[src/rtl/pcd_pkg.sv]
package pcd_pkg;
  // The programmed code is offset by this amount to form the division ratio.
  localparam int RATIO_OFFSET = 2;

  typedef enum logic {
    SRC_BUS   = 1'b0,
    SRC_VIDEO = 1'b1
  } pcd_src_e;
endpackage

[src/rtl/pcd_period_ctr.sv]
// Down-counter over one output period; reloads the ratio only at a boundary.
module pcd_period_ctr
  import pcd_pkg::*;
#(
  parameter int PCD_W = 5,
  parameter int CNT_W = PCD_W + 1
) (
  input  logic             clk_i,
  input  logic             rst_ni,
  input  logic [PCD_W-1:0] pcd_i,
  output logic             bnd_o,
  output logic [CNT_W-1:0] ratio_o,
  output logic             hi_nxt_o
);

  logic [CNT_W-1:0] cnt_q, cnt_d;
  logic [CNT_W-1:0] ratio_q, ratio_d;
  logic [CNT_W-1:0] lo_d;

  always_comb begin
    bnd_o   = (cnt_q == '0);
    ratio_d = ratio_q;
    cnt_d   = cnt_q - CNT_W'(1);
    if (bnd_o) begin
      ratio_d = CNT_W'(pcd_i) + CNT_W'(RATIO_OFFSET);
      cnt_d   = ratio_d - CNT_W'(1);
    end
    // low part is the ceiling half; high while remaining count is above it
    lo_d     = ratio_d - (ratio_d >> 1);
    hi_nxt_o = (cnt_d >= lo_d);
  end

  always_ff @(posedge clk_i or negedge rst_ni) begin
    if (!rst_ni) begin
      cnt_q   <= '0;
      ratio_q <= CNT_W'(RATIO_OFFSET);
    end else begin
      cnt_q   <= cnt_d;
      ratio_q <= ratio_d;
    end
  end

  assign ratio_o = ratio_q;

endmodule

[src/rtl/pcd_skip_seq.sv]
// Period phase counter for skip mode; decides whether the next period is blanked.
module pcd_skip_seq #(
  parameter int SKIP_PERIOD = 4,
  parameter int PH_W        = (SKIP_PERIOD > 1) ? $clog2(SKIP_PERIOD) : 1
) (
  input  logic            clk_i,
  input  logic            rst_ni,
  input  logic            skip_i,
  input  logic            bnd_i,
  output logic            blank_nxt_o,
  output logic [PH_W-1:0] phase_o
);

  generate
    if (SKIP_PERIOD > 1) begin : g_skip
      localparam logic [PH_W-1:0] LAST = PH_W'(SKIP_PERIOD - 1);
      logic [PH_W-1:0] phase_q, phase_d;
      logic            blank_q, blank_d;

      always_comb begin
        blank_d = blank_q;
        phase_d = phase_q;
        if (bnd_i) begin
          blank_d = skip_i && (phase_q == LAST);
          phase_d = (phase_q == LAST) ? '0 : phase_q + PH_W'(1);
        end
        if (!skip_i) phase_d = '0;
      end

      always_ff @(posedge clk_i or negedge rst_ni) begin
        if (!rst_ni) begin
          phase_q <= '0;
          blank_q <= 1'b0;
        end else begin
          phase_q <= phase_d;
          blank_q <= blank_d;
        end
      end

      assign blank_nxt_o = blank_d;
      assign phase_o     = phase_q;
    end else begin : g_noskip
      assign blank_nxt_o = 1'b0;
      assign phase_o     = '0;
    end
  endgenerate

endmodule

[src/rtl/pcd_src_qual.sv]
// Holds the base-clock source choice per period and flags periods after a change.
module pcd_src_qual
  import pcd_pkg::*;
(
  input  logic clk_i,
  input  logic rst_ni,
  input  logic bnd_i,
  input  logic src_sel_i,
  output logic src_sel_o,
  output logic src_valid_o
);

  pcd_src_e sel_q, sel_d;
  logic     vld_q, vld_d;

  always_comb begin
    sel_d = sel_q;
    vld_d = vld_q;
    if (bnd_i) begin
      sel_d = pcd_src_e'(src_sel_i);
      vld_d = (pcd_src_e'(src_sel_i) == sel_q);
    end
  end

  always_ff @(posedge clk_i or negedge rst_ni) begin
    if (!rst_ni) begin
      sel_q <= SRC_BUS;
      vld_q <= 1'b0;
    end else begin
      sel_q <= sel_d;
      vld_q <= vld_d;
    end
  end

  assign src_sel_o   = logic'(sel_q);
  assign src_valid_o = vld_q;

endmodule

[src/rtl/pix_clk_div.sv]
module pix_clk_div
  import pcd_pkg::*;
#(
  parameter int PCD_W       = 5,
  parameter int SKIP_PERIOD = 4,
  localparam int CNT_W      = PCD_W + 1,
  localparam int PH_W       = (SKIP_PERIOD > 1) ? $clog2(SKIP_PERIOD) : 1
) (
  input  logic             clk_i,
  input  logic             rst_ni,
  input  logic [PCD_W-1:0] pcd_i,
  input  logic             skip_i,
  input  logic             src_sel_i,
  output logic             pclk_o,
  output logic             pstrobe_o,
  output logic             src_sel_o,
  output logic             src_valid_o
);

  logic             bnd;
  logic [CNT_W-1:0] ratio;
  logic             hi_nxt;
  logic             blank_d;
  logic [PH_W-1:0]  phase;
  logic             pclk_d, pclk_q;
  logic             stb_d, stb_q;

  pcd_period_ctr #(.PCD_W(PCD_W), .CNT_W(CNT_W)) u_per (
    .clk_i    (clk_i),
    .rst_ni   (rst_ni),
    .pcd_i    (pcd_i),
    .bnd_o    (bnd),
    .ratio_o  (ratio),
    .hi_nxt_o (hi_nxt)
  );

  pcd_skip_seq #(.SKIP_PERIOD(SKIP_PERIOD), .PH_W(PH_W)) u_skip (
    .clk_i       (clk_i),
    .rst_ni      (rst_ni),
    .skip_i      (skip_i),
    .bnd_i       (bnd),
    .blank_nxt_o (blank_d),
    .phase_o     (phase)
  );

  pcd_src_qual u_src (
    .clk_i       (clk_i),
    .rst_ni      (rst_ni),
    .bnd_i       (bnd),
    .src_sel_i   (src_sel_i),
    .src_sel_o   (src_sel_o),
    .src_valid_o (src_valid_o)
  );

  always_comb begin
    pclk_d = hi_nxt && !blank_d;
    stb_d  = pclk_d && !pclk_q;
  end

  always_ff @(posedge clk_i or negedge rst_ni) begin
    if (!rst_ni) begin
      pclk_q <= 1'b0;
      stb_q  <= 1'b0;
    end else begin
      pclk_q <= pclk_d;
      stb_q  <= stb_d;
    end
  end

  assign pclk_o    = pclk_q;
  assign pstrobe_o = stb_q;

endmodule

[config.mk]
export PLATFORM = sky130hd
export DESIGN_NAME = pix_clk_div
export DESIGN_NICKNAME = d
export VERILOG_FILES = /design/src/rtl/pcd_pkg.sv /design/src/rtl/pcd_period_ctr.sv /design/src/rtl/pcd_skip_seq.sv /design/src/rtl/pcd_src_qual.sv /design/src/rtl/pix_clk_div.sv
export SDC_FILE = /design/constraint.sdc
export NUM_CORES = 1
export LEC_CHECK = 0
export ABC_AREA = 1
export CAP_MARGIN = 5
export CORE_UTILIZATION = 55
export CTS_CLUSTER_SIZE = 24
export DETAILED_ROUTE_END_ITERATION = 8
export GPL_TIMING_DRIVEN = 0
export HOLD_SLACK_MARGIN = 0.05
export PLACE_DENSITY = 0.77
export SYNTH_ARGS = -nofsm -noshare
export SYNTH_HDL_FRONTEND = slang
export SYNTH_SLANG_ARGS = --single-unit
[constraint.sdc]
create_clock -name clk_i -period 3.4 [get_ports clk_i]
set_input_delay 1.02 -clock clk_i [delete_from_list [all_inputs] [get_ports clk_i]]
set_output_delay 1.02 -clock clk_i [all_outputs]
set_load 0.02 [all_outputs]
# ---- Yosys cells after proc, flatten, opt, wreduce, memory -nomap -nowiden
# Cells that the tools add are included.
dict set report totals {
  rom_bits 0
  mem_bits_rw 0
  elab_cells 29
  output_inout_bits 4
  latchBits 0
  memories 0
  reg_bits 19
}
dict set report classes {
  bitwise 0
  multipliers 0
  n_eq_ne 3
  addsub 5
  muxes 6
  n_shift 0
  reduce_logical 6
  order_cmp 1
  n_div 0
}
# op n
set ops {}
lappend ops {{$mux 6} 2}
lappend ops {{$sub 6x1->6 const B} 2}
lappend ops {{$add 5x2->6 const B} 1}
lappend ops {{$ge 6x6->1} 1}
lappend ops {{$logic_not 6->1} 1}
lappend ops {{$mux 2} 3}
lappend ops {{$sub 6x5->6} 1}
lappend ops {{$logic_and 1x1->1} 3}
lappend ops {{$add 2x1->2 const B} 1}
lappend ops {{$eq 2x2->1 const B} 1}
lappend ops {{$logic_not 1->1} 2}
lappend ops {{$ne 2x1->1 const B} 1}
lappend ops {{$eq 1x1->1} 1}
lappend ops {{$mux 1} 1}

# ---- Longest topological paths before layout
# Gate-level depths: netlist of run 1.
dict set report logic_depth {
  ltp_word 6
  mapped_depth 20
}

# ---- Hierarchy
# From an unflattened synthesis of run 1, not the netlist that was laid out.
dict set report unflattened {
  cells_unflattened 160
  hier_area_um2 1268.7
}
# mod cells_per_inst area_per_inst_um2 n_inst
set by_module_without_submodules {}
lappend by_module_without_submodules {pcd_period_ctr 127 975.9 1}
lappend by_module_without_submodules {pcd_skip_seq 15 132.6 1}
lappend by_module_without_submodules {pcd_src_qual 12 90.1 1}
lappend by_module_without_submodules {pix_clk_div 6 70.1 1}

# ---- Least setup slack after synthesis of run 1
# No wires, ideal clock.
dict set report synth_timing {
  kind {input -> register}
  start {in pcd_i[1]}
  end {reg stb_q, in the netlist pstrobe_o}
  arrival_time_ps 3234
  path_slack_ps 37
  cell_stages 17
  cell_sequence {ha_1 -> xnor2_1 -> nor2_1 -> a21oi_2 -> ha_1 -> a21oi_1 -> nand2_1 -> nand2_1 -> nand2_1 -> nand2_1 -> nand2_1 -> xor2_1 -> ha_1 -> a21oi_1 -> o21ai_0 -> a21oi_1 -> nor3_1}
}
dict set report synth_between {
  elab_chain_cells 6
  elab_cells_between_ends 8
}
# item line_no
set synth_rtl {}
lappend synth_rtl {{from (decl)} pix_clk_div.sv:11} ;# input logic [PCD_W-1:0] pcd_i,
lappend synth_rtl {{$add 5x2->6 *} pcd_period_ctr.sv:25} ;# ratio_d = CNT_W'(pcd_i) + CNT_W'(RATIO_OFFSET);
lappend synth_rtl {{$sub 6x1->6 or $mux 6 (tied branches)} {pcd_period_ctr.sv:26, pcd_period_ctr.sv:24}}
lappend synth_rtl {{$mux 6 or $sub 6x5->6 (tied branches)} {pcd_period_ctr.sv:24, pcd_period_ctr.sv:29}}
lappend synth_rtl {{$ge 6x6->1 *} pcd_period_ctr.sv:30} ;# hi_nxt_o = (cnt_d >= lo_d);
lappend synth_rtl {{$logic_and 1x1->1 *} pix_clk_div.sv:56} ;# pclk_d = hi_nxt && !blank_d;
lappend synth_rtl {{$logic_and 1x1->1 *} pix_clk_div.sv:57} ;# stb_d = pclk_d && !pclk_q;
lappend synth_rtl {{net stb_d} pix_clk_div.sv:26} ;# logic stb_d, stb_q;
lappend synth_rtl {{to (signal assigned)} pix_clk_div.sv:66} ;# stb_q <= stb_d;
lappend synth_rtl {{to (decl)} pix_clk_div.sv:26}
# The timed path passes the listed nets; every way through them passes the cells marked *.
# A chain may end at the register's enable or synchronous reset.

# ---- Final worst setup path of run 1
dict set report layout_timing {
  start {in pcd_i[0]}
  end {reg stb_q, in the netlist pstrobe_o}
}
# The elaborated chain is that of the path after synthesis.

==> results of run 1 <==
area by class of cell:
class                   instances  area [um^2]  share of cell area
multi-input cells             100        788.3              0.4895
flip-flops and latches         19        476.7              0.2960
repair buffers                 18        162.7              0.1010
inverters                      26        97.59             0.06061
well taps                      28        35.03             0.02176
clock buffers                   3        22.52             0.01399
plain buffers                   2        22.52             0.01399
clock inverters                 1        5.005            0.003108
sequential cells by signal, summed over array words and instances, names as in the netlist:
signal	cells
pclk_o	1
pstrobe_o	1
u_per.cnt_q	6
u_per.ratio_o	6
u_skip.g_skip.blank_q	1
u_skip.phase_o	2
u_src.src_sel_o	1
u_src.src_valid_o	1
per-stage QoR:
stage,std cells,TNS [ns]
finish,197,0
global route,197,0
detailed placement,187,-1.623
CTS,194,0
floorplan,147,0
global placement,187,-1.502
cell usage after synthesis:
library cell,count
nand2_1,31
inv_1,23
dfrtp_1,18
ha_1,14
nand3_1,8
nor2_2,6
a21oi_1,5
nor2_1,5
o21ai_0,5
xnor2_1,4
xor2_1,4
inv_2,3
nand4_1,3
buf_6,2
o21ai_1,2
o21bai_4,2
a21oi_2,1
dfstp_2,1
fa_1,1
nand2_4,1
nand3_2,1
nor2_4,1
nor2_8,1
nor3_1,1
o21a_1,1
o21ai_2,1
o31ai_1,1
or2_1,1
metal layers:
layer,share of wire,GRT usage
met5,0,0
met4,0.018,0.1065
met3,0.016,0.01818
met2,0.52,0.4022
met1,0.45,0.2476
logic make-up after synthesis:
| family | Yosys count | share of synthesized area |
|---|---|---|
| buffers and inverters | 28 | 0.09329 |
| flip-flops | 19 | 0.3703 |
| AO/OA/AOI/OAI | 18 | 0.1011 |
| AND/OR/NAND/NOR | 59 | 0.2294 |
| XOR/XNOR | 8 | 0.05442 |
| adder cells (fa/ha/maj) | 15 | 0.1516 |
what timing repair did:
item / in CTS / in global routing
pin swaps: 4 / 15
buffers inserted: 3 / 3
resized for setup: 12 / 23
cloned: 0 / 0
endpoints found under the setup margin: 2 / 2
hold buffers: 0 / 0
cell usage in the layout, fill, tap and decap left out, types with 5 or more instances in the layout:
cell type,synthesis,routed
buf_4,0,6
clkdlybuf4s50_1,0,8
dfrtp_1,18,18
ha_1,14,10
inv_1,23,20
inv_2,3,6
nand2_1,31,26
nand2_2,0,5
nand3_1,8,7
nor2_2,6,7
final timing paths:
check | cells past startpoint | endpoint | from | slack (ns)
hold reg to reg | 1 | pstrobe_o | pclk_o | 0.44
setup reg to reg | 17 | pstrobe_o | u_per.cnt_q[0] | 0.29
setup / recovery | 14 | pstrobe_o | pcd_i[0] | 0.20
min in group asynchronous | 1 | u_skip.phase_o[0] | rst_ni | 1.19
max in group asynchronous | 1 | u_src.src_sel_o | rst_ni | 1.68
hold / removal | 1 | pstrobe_o | pclk_o | 0.44
==> flow_summary.json, run 1 <==
{
  "track_usage": 0.2174,
  "synth_largest_area_cell": "dfrtp_1",
  "placed_cell_area_mm2": 0.001443,
  "io_buffer_count": 12,
  "grt_pass1_wl_um": 4091,
  "gr-total-overflow": 0,
  "finish.net_count": 194,
  "crit_family": "adder cells",
  "clkSlewWorstSetupHoldPaths_ns": 0.11,
  "slowest_delay_ns": 0.41,
  "drt_pass1_iterations": 4,
  "ys_warn_count": 0,
  "cts_tree": "yes",
  "finalHoldViolCount": 0,
  "vias": 991,
  "synth.avg_cell_area_um2": 8.758,
  "htreeDepth": 1,
  "ant_nets": 0,
  "antenna_cells": 0,
  "syn_inst": 147,
  "grt_pass1_vias": 1018,
  "synth_top_area_frac": 0.3499,
  "dieHeight_um": 50.38,
  "status": "complete, no violations",
  "initialDrtViolationCount": 9,
  "fin_skew_ns": 0.003375,
  "wl_per_cell_um": 12.38,
  "slowest_stage": "clkdlybuf4s50_1",
  "fin_crit_sh": 0.9426,
  "dieArea_mm2": 0.002538,
  "antenna_found_initial": 0,
  "critical_path_class": "in2reg",
  "die_x_um": 50.38,
  "area_growth_pct": 25.07,
  "drc": 0,
  "hold_class": "reg2reg",
  "timing.hold.ws_ns": 0.4404,
  "setup_viol": 0,
  "grt_max_degree": 20,
  "cts_buffers": 3,
  "start_util": 0.5820,
  "dp_slack_ns": -0.8155,
  "path_buf_inv": 3,
  "clockBufferDepth": 2,
  "utilization": 0.7279,
  "slew_headroom": 0.4257,
  "fin_area_mm2": 0.001610,
  "rsz0062_at_grt": "false",
  "nFillCells": 160,
  "path_common_cell": "ha_1",
  "ys_ff_latch": 19,
  "cts_sinks": 19,
  "maxSlewViolCount": 0,
  "ys_seq_area_frac": 0.3703,
  "wl_um": 2438,
  "required_ns": 3.60,
  "cp-end-kind": "flop",
  "timing.fmax_mhz": 312.0,
  "synth_area_mm2": 0.001287,
  "drive_above_1_share": 0.3136,
  "synth_fp_nets": 171,
  "worst_setup_path_start_kind": "primary input",
  "ios": 13,
  "worst_pin_slew_ns": 0.8587,
  "setup_slack_ns": 0.1952,
  "clk_latency_ns": 0.31,
  "viasPerCell": 5.030,
  "coreArea_mm2": 0.002212,
  "ys_types": 28,
  "synth.area.top_cells": "dfrtp_1 (35%), ha_1 (14%), nand2_1 (9.0%)",
  "worstPathCellList": "clkdlybuf4s50_1 > inv_2 > o21a_1 > ha_1 > inv_1 > fa_2 > a21oi_1 > o21ai_0 > xnor2_1 > ha_1 > nand2_2 > o21ai_2 > a21oi_2 > nor3_2",
  "arrival_ns": 3.41,
  "fin_crit_ns": 3.205,
  "cp_max_fo": 2,
  "cap_violations": 0,
  "hpwlAfterDp_um": 1790,
  "rows": 17,
  "cts_root_buf": "clkbuf_4",
  "gp_congestion": 0.9063
}
Power of run 1 is not shown: default switching activity piles up to over one toggle a cycle in this logic, so the estimate is an artifact.
==> run 2: changes to the inputs <==
CORE_UTILIZATION = 45   (was 55)
PLACE_DENSITY = 0.65   (was 0.77)
==> flow_summary.json, run 2 (synthesized netlist as in run 1, its figures left out) <==
{
  "gp_congestion": 0.7705,
  "setup_tns_ns": 0,
  "hold_depth": 1,
  "worst_pin_slew_ns": 0.8698,
  "clockBufferDepth": 2,
  "crit_path_start": "pcd_i[3]",
  "r2r-end": "pstrobe_o",
  "layout_common_cells": "nand2_1 (29), inv_1 (23), dfrtp_1 (18)",
  "cap_violations": 0,
  "initialDrtViolationCount": 24,
  "r2r_start": "u_per.cnt_q[1]",
  "dp_slack_ns": -0.8519,
  "clkSlewWorstSetupHoldPaths_ns": 0.13,
  "fin_crit_sh": 0.9381,
  "arrival_ns": 3.39,
  "powerDensity_mw_per_mm2": 1169,
  "leakage_uw": 0.0007974,
  "total_power_uw": 1835,
  "cts_root_buf": "clkbuf_4",
  "setup_slack_ns": 0.2105,
  "coreArea_mm2": 0.002734,
  "gr-total-overflow": 0,
  "dieHeight_um": 55.49,
  "required_ns": 3.60,
  "grt_pass1_wl_um": 4236,
  "io_buffer_count": 12,
  "hpwlAfterDp_um": 1798,
  "drt_pass1_iterations": 4,
  "drc": 0,
  "reg2reg_slack_ns": 0.34,
  "antenna_cells": 0,
  "clk_latency_ns": 0.31,
  "ir_worst_vdd_v": 0.0008006,
  "vias": 949,
  "wl_um": 2349,
  "htreeDepth": 1,
  "cts_tree": "yes",
  "hold_class": "reg2reg",
  "timing.hold.ws_ns": 0.4422,
  "cp-end-kind": "flop",
  "grt_pass1_vias": 1012,
  "drive_above_1_share": 0.2619,
  "grt_max_degree": 20,
  "ios": 13,
  "slew_headroom": 0.4183,
  "dp_cells": 190,
  "area_growth_pct": 21.87,
  "rsz0062_at_grt": "false",
  "cts_buffers": 3,
  "viasPerCell": 4.769,
  "status": "complete, no violations",
  "stdcell_count": 199,
  "critical_path_class": "in2reg",
  "reg2reg_depth": 17,
  "finish.net_count": 193,
  "die_x_um": 55.49,
  "fin_skew_ns": 0.01357,
  "ant_nets": 0,
  "wl_per_cell_um": 11.80,
  "maxSlewViolCount": 0,
  "dieArea_mm2": 0.003079,
  "finalHoldViolCount": 0,
  "final_common_cell": "nand2_1",
  "cp_max_fo": 4,
  "fin_crit_ns": 3.189,
  "cts_sinks": 19,
  "rows": 19,
  "timing.fmax_mhz": 313.5,
  "track_usage": 0.1758,
  "antenna_found_initial": 0,
  "crit_path_end": "pstrobe_o",
  "setup_viol": 0,
  "worst_setup_path_start_kind": "primary input",
  "start_util": 0.4709
}
run 2: cell types whose count changed in the layout (fill, tap and decap cells not counted), sizes merged:
cell / before / now
clkinv: 1 / 0
clkbuf: 4 / 5
buf: 9 / 7
dlymetal6s2s: 1 / 0
clkinvlp: 0 / 1
clkdlybuf4s50: 8 / 9
run 2: worst max-delay path: stages:
cell	delay (ns)
dlygate4sd2_1	0.29
xnor2_2	0.20
nor2_1	0.09
a21oi_2	0.20
ha_4	0.26
a21oi_2	0.15
nand2_1	0.06
nand2_1	0.08
nand2_1	0.05
nand2_1	0.05
nand2_1	0.06
xor2_1	0.14
ha_1	0.31
a21oi_2	0.13
o21ai_1	0.09
a21oi_2	0.15
nor3_1	0.06
run 2: through the flow:
step / utilization / instance area (um^2)
after floorplan: - / 1287
after global routing: 0.5739 / 1569
after CTS: 0.5625 / 1538
after global placement: 0.5291 / 1446
final: 0.5739 / 1569
after detailed placement: 0.5291 / 1446
run 2: cell type report:
| type | instances | area [um^2] |
|---|---|---|
| buffer | 2 | 22.52 |
| clock buffer | 3 | 22.52 |
| tap | 31 | 38.79 |
| inverter | 26 | 97.59 |
| timing repair buffer | 17 | 146.4 |
| fill | 256 | 1165 |
| multi-input combinational | 100 | 757.0 |
| clock inverter | 1 | 7.507 |
| sequential | 19 | 476.7 |
run 2: report_power, final:
part	switching [uW]	leakage, uW	total [uW]	internal (uW)
Sequential	48.9	0.000230	386	337
Combinational	723	0.000553	1330	605
Clock	77.0	0.0000139	122	44.8
Total	848	0.000797	1830	986
run 2: worst min path at each step:
| stage | startpoint | to | slack [ns] |
|---|---|---|---|
| finish | pclk_o | pstrobe_o | 0.44 |
| floorplan | u_skip.phase_o[0] | u_skip.phase_o[0] | 0.46 |
| detailed placement | pclk_o | pstrobe_o | 0.43 |
| global route | pclk_o | pstrobe_o | 0.47 |
| CTS | pclk_o | pstrobe_o | 0.45 |
| global placement | pclk_o | pstrobe_o | 0.42 |
run 2: per-layer routing:
metal | vias to the layer above | global-route usage | part of all wire
met2 | 9 | 0.3150 | 0.50
met3 | 0 | 0.02810 | 0.018
met1 | 435 | 0.2154 | 0.49
met4 | 0 | 0.05357 | 0
li1 | 505 | - | -
met5 | - | 0 | 0
run 2: repair_timing:
item,in CTS,in global routing
pin swaps,6,7
setup endpoints to repair,2,2
hold buffers,0,0
setup buffers,3,2
resized for setup,13,8
gates cloned,0,0
No activity file was read; power rests on OpenSTA's default activity.
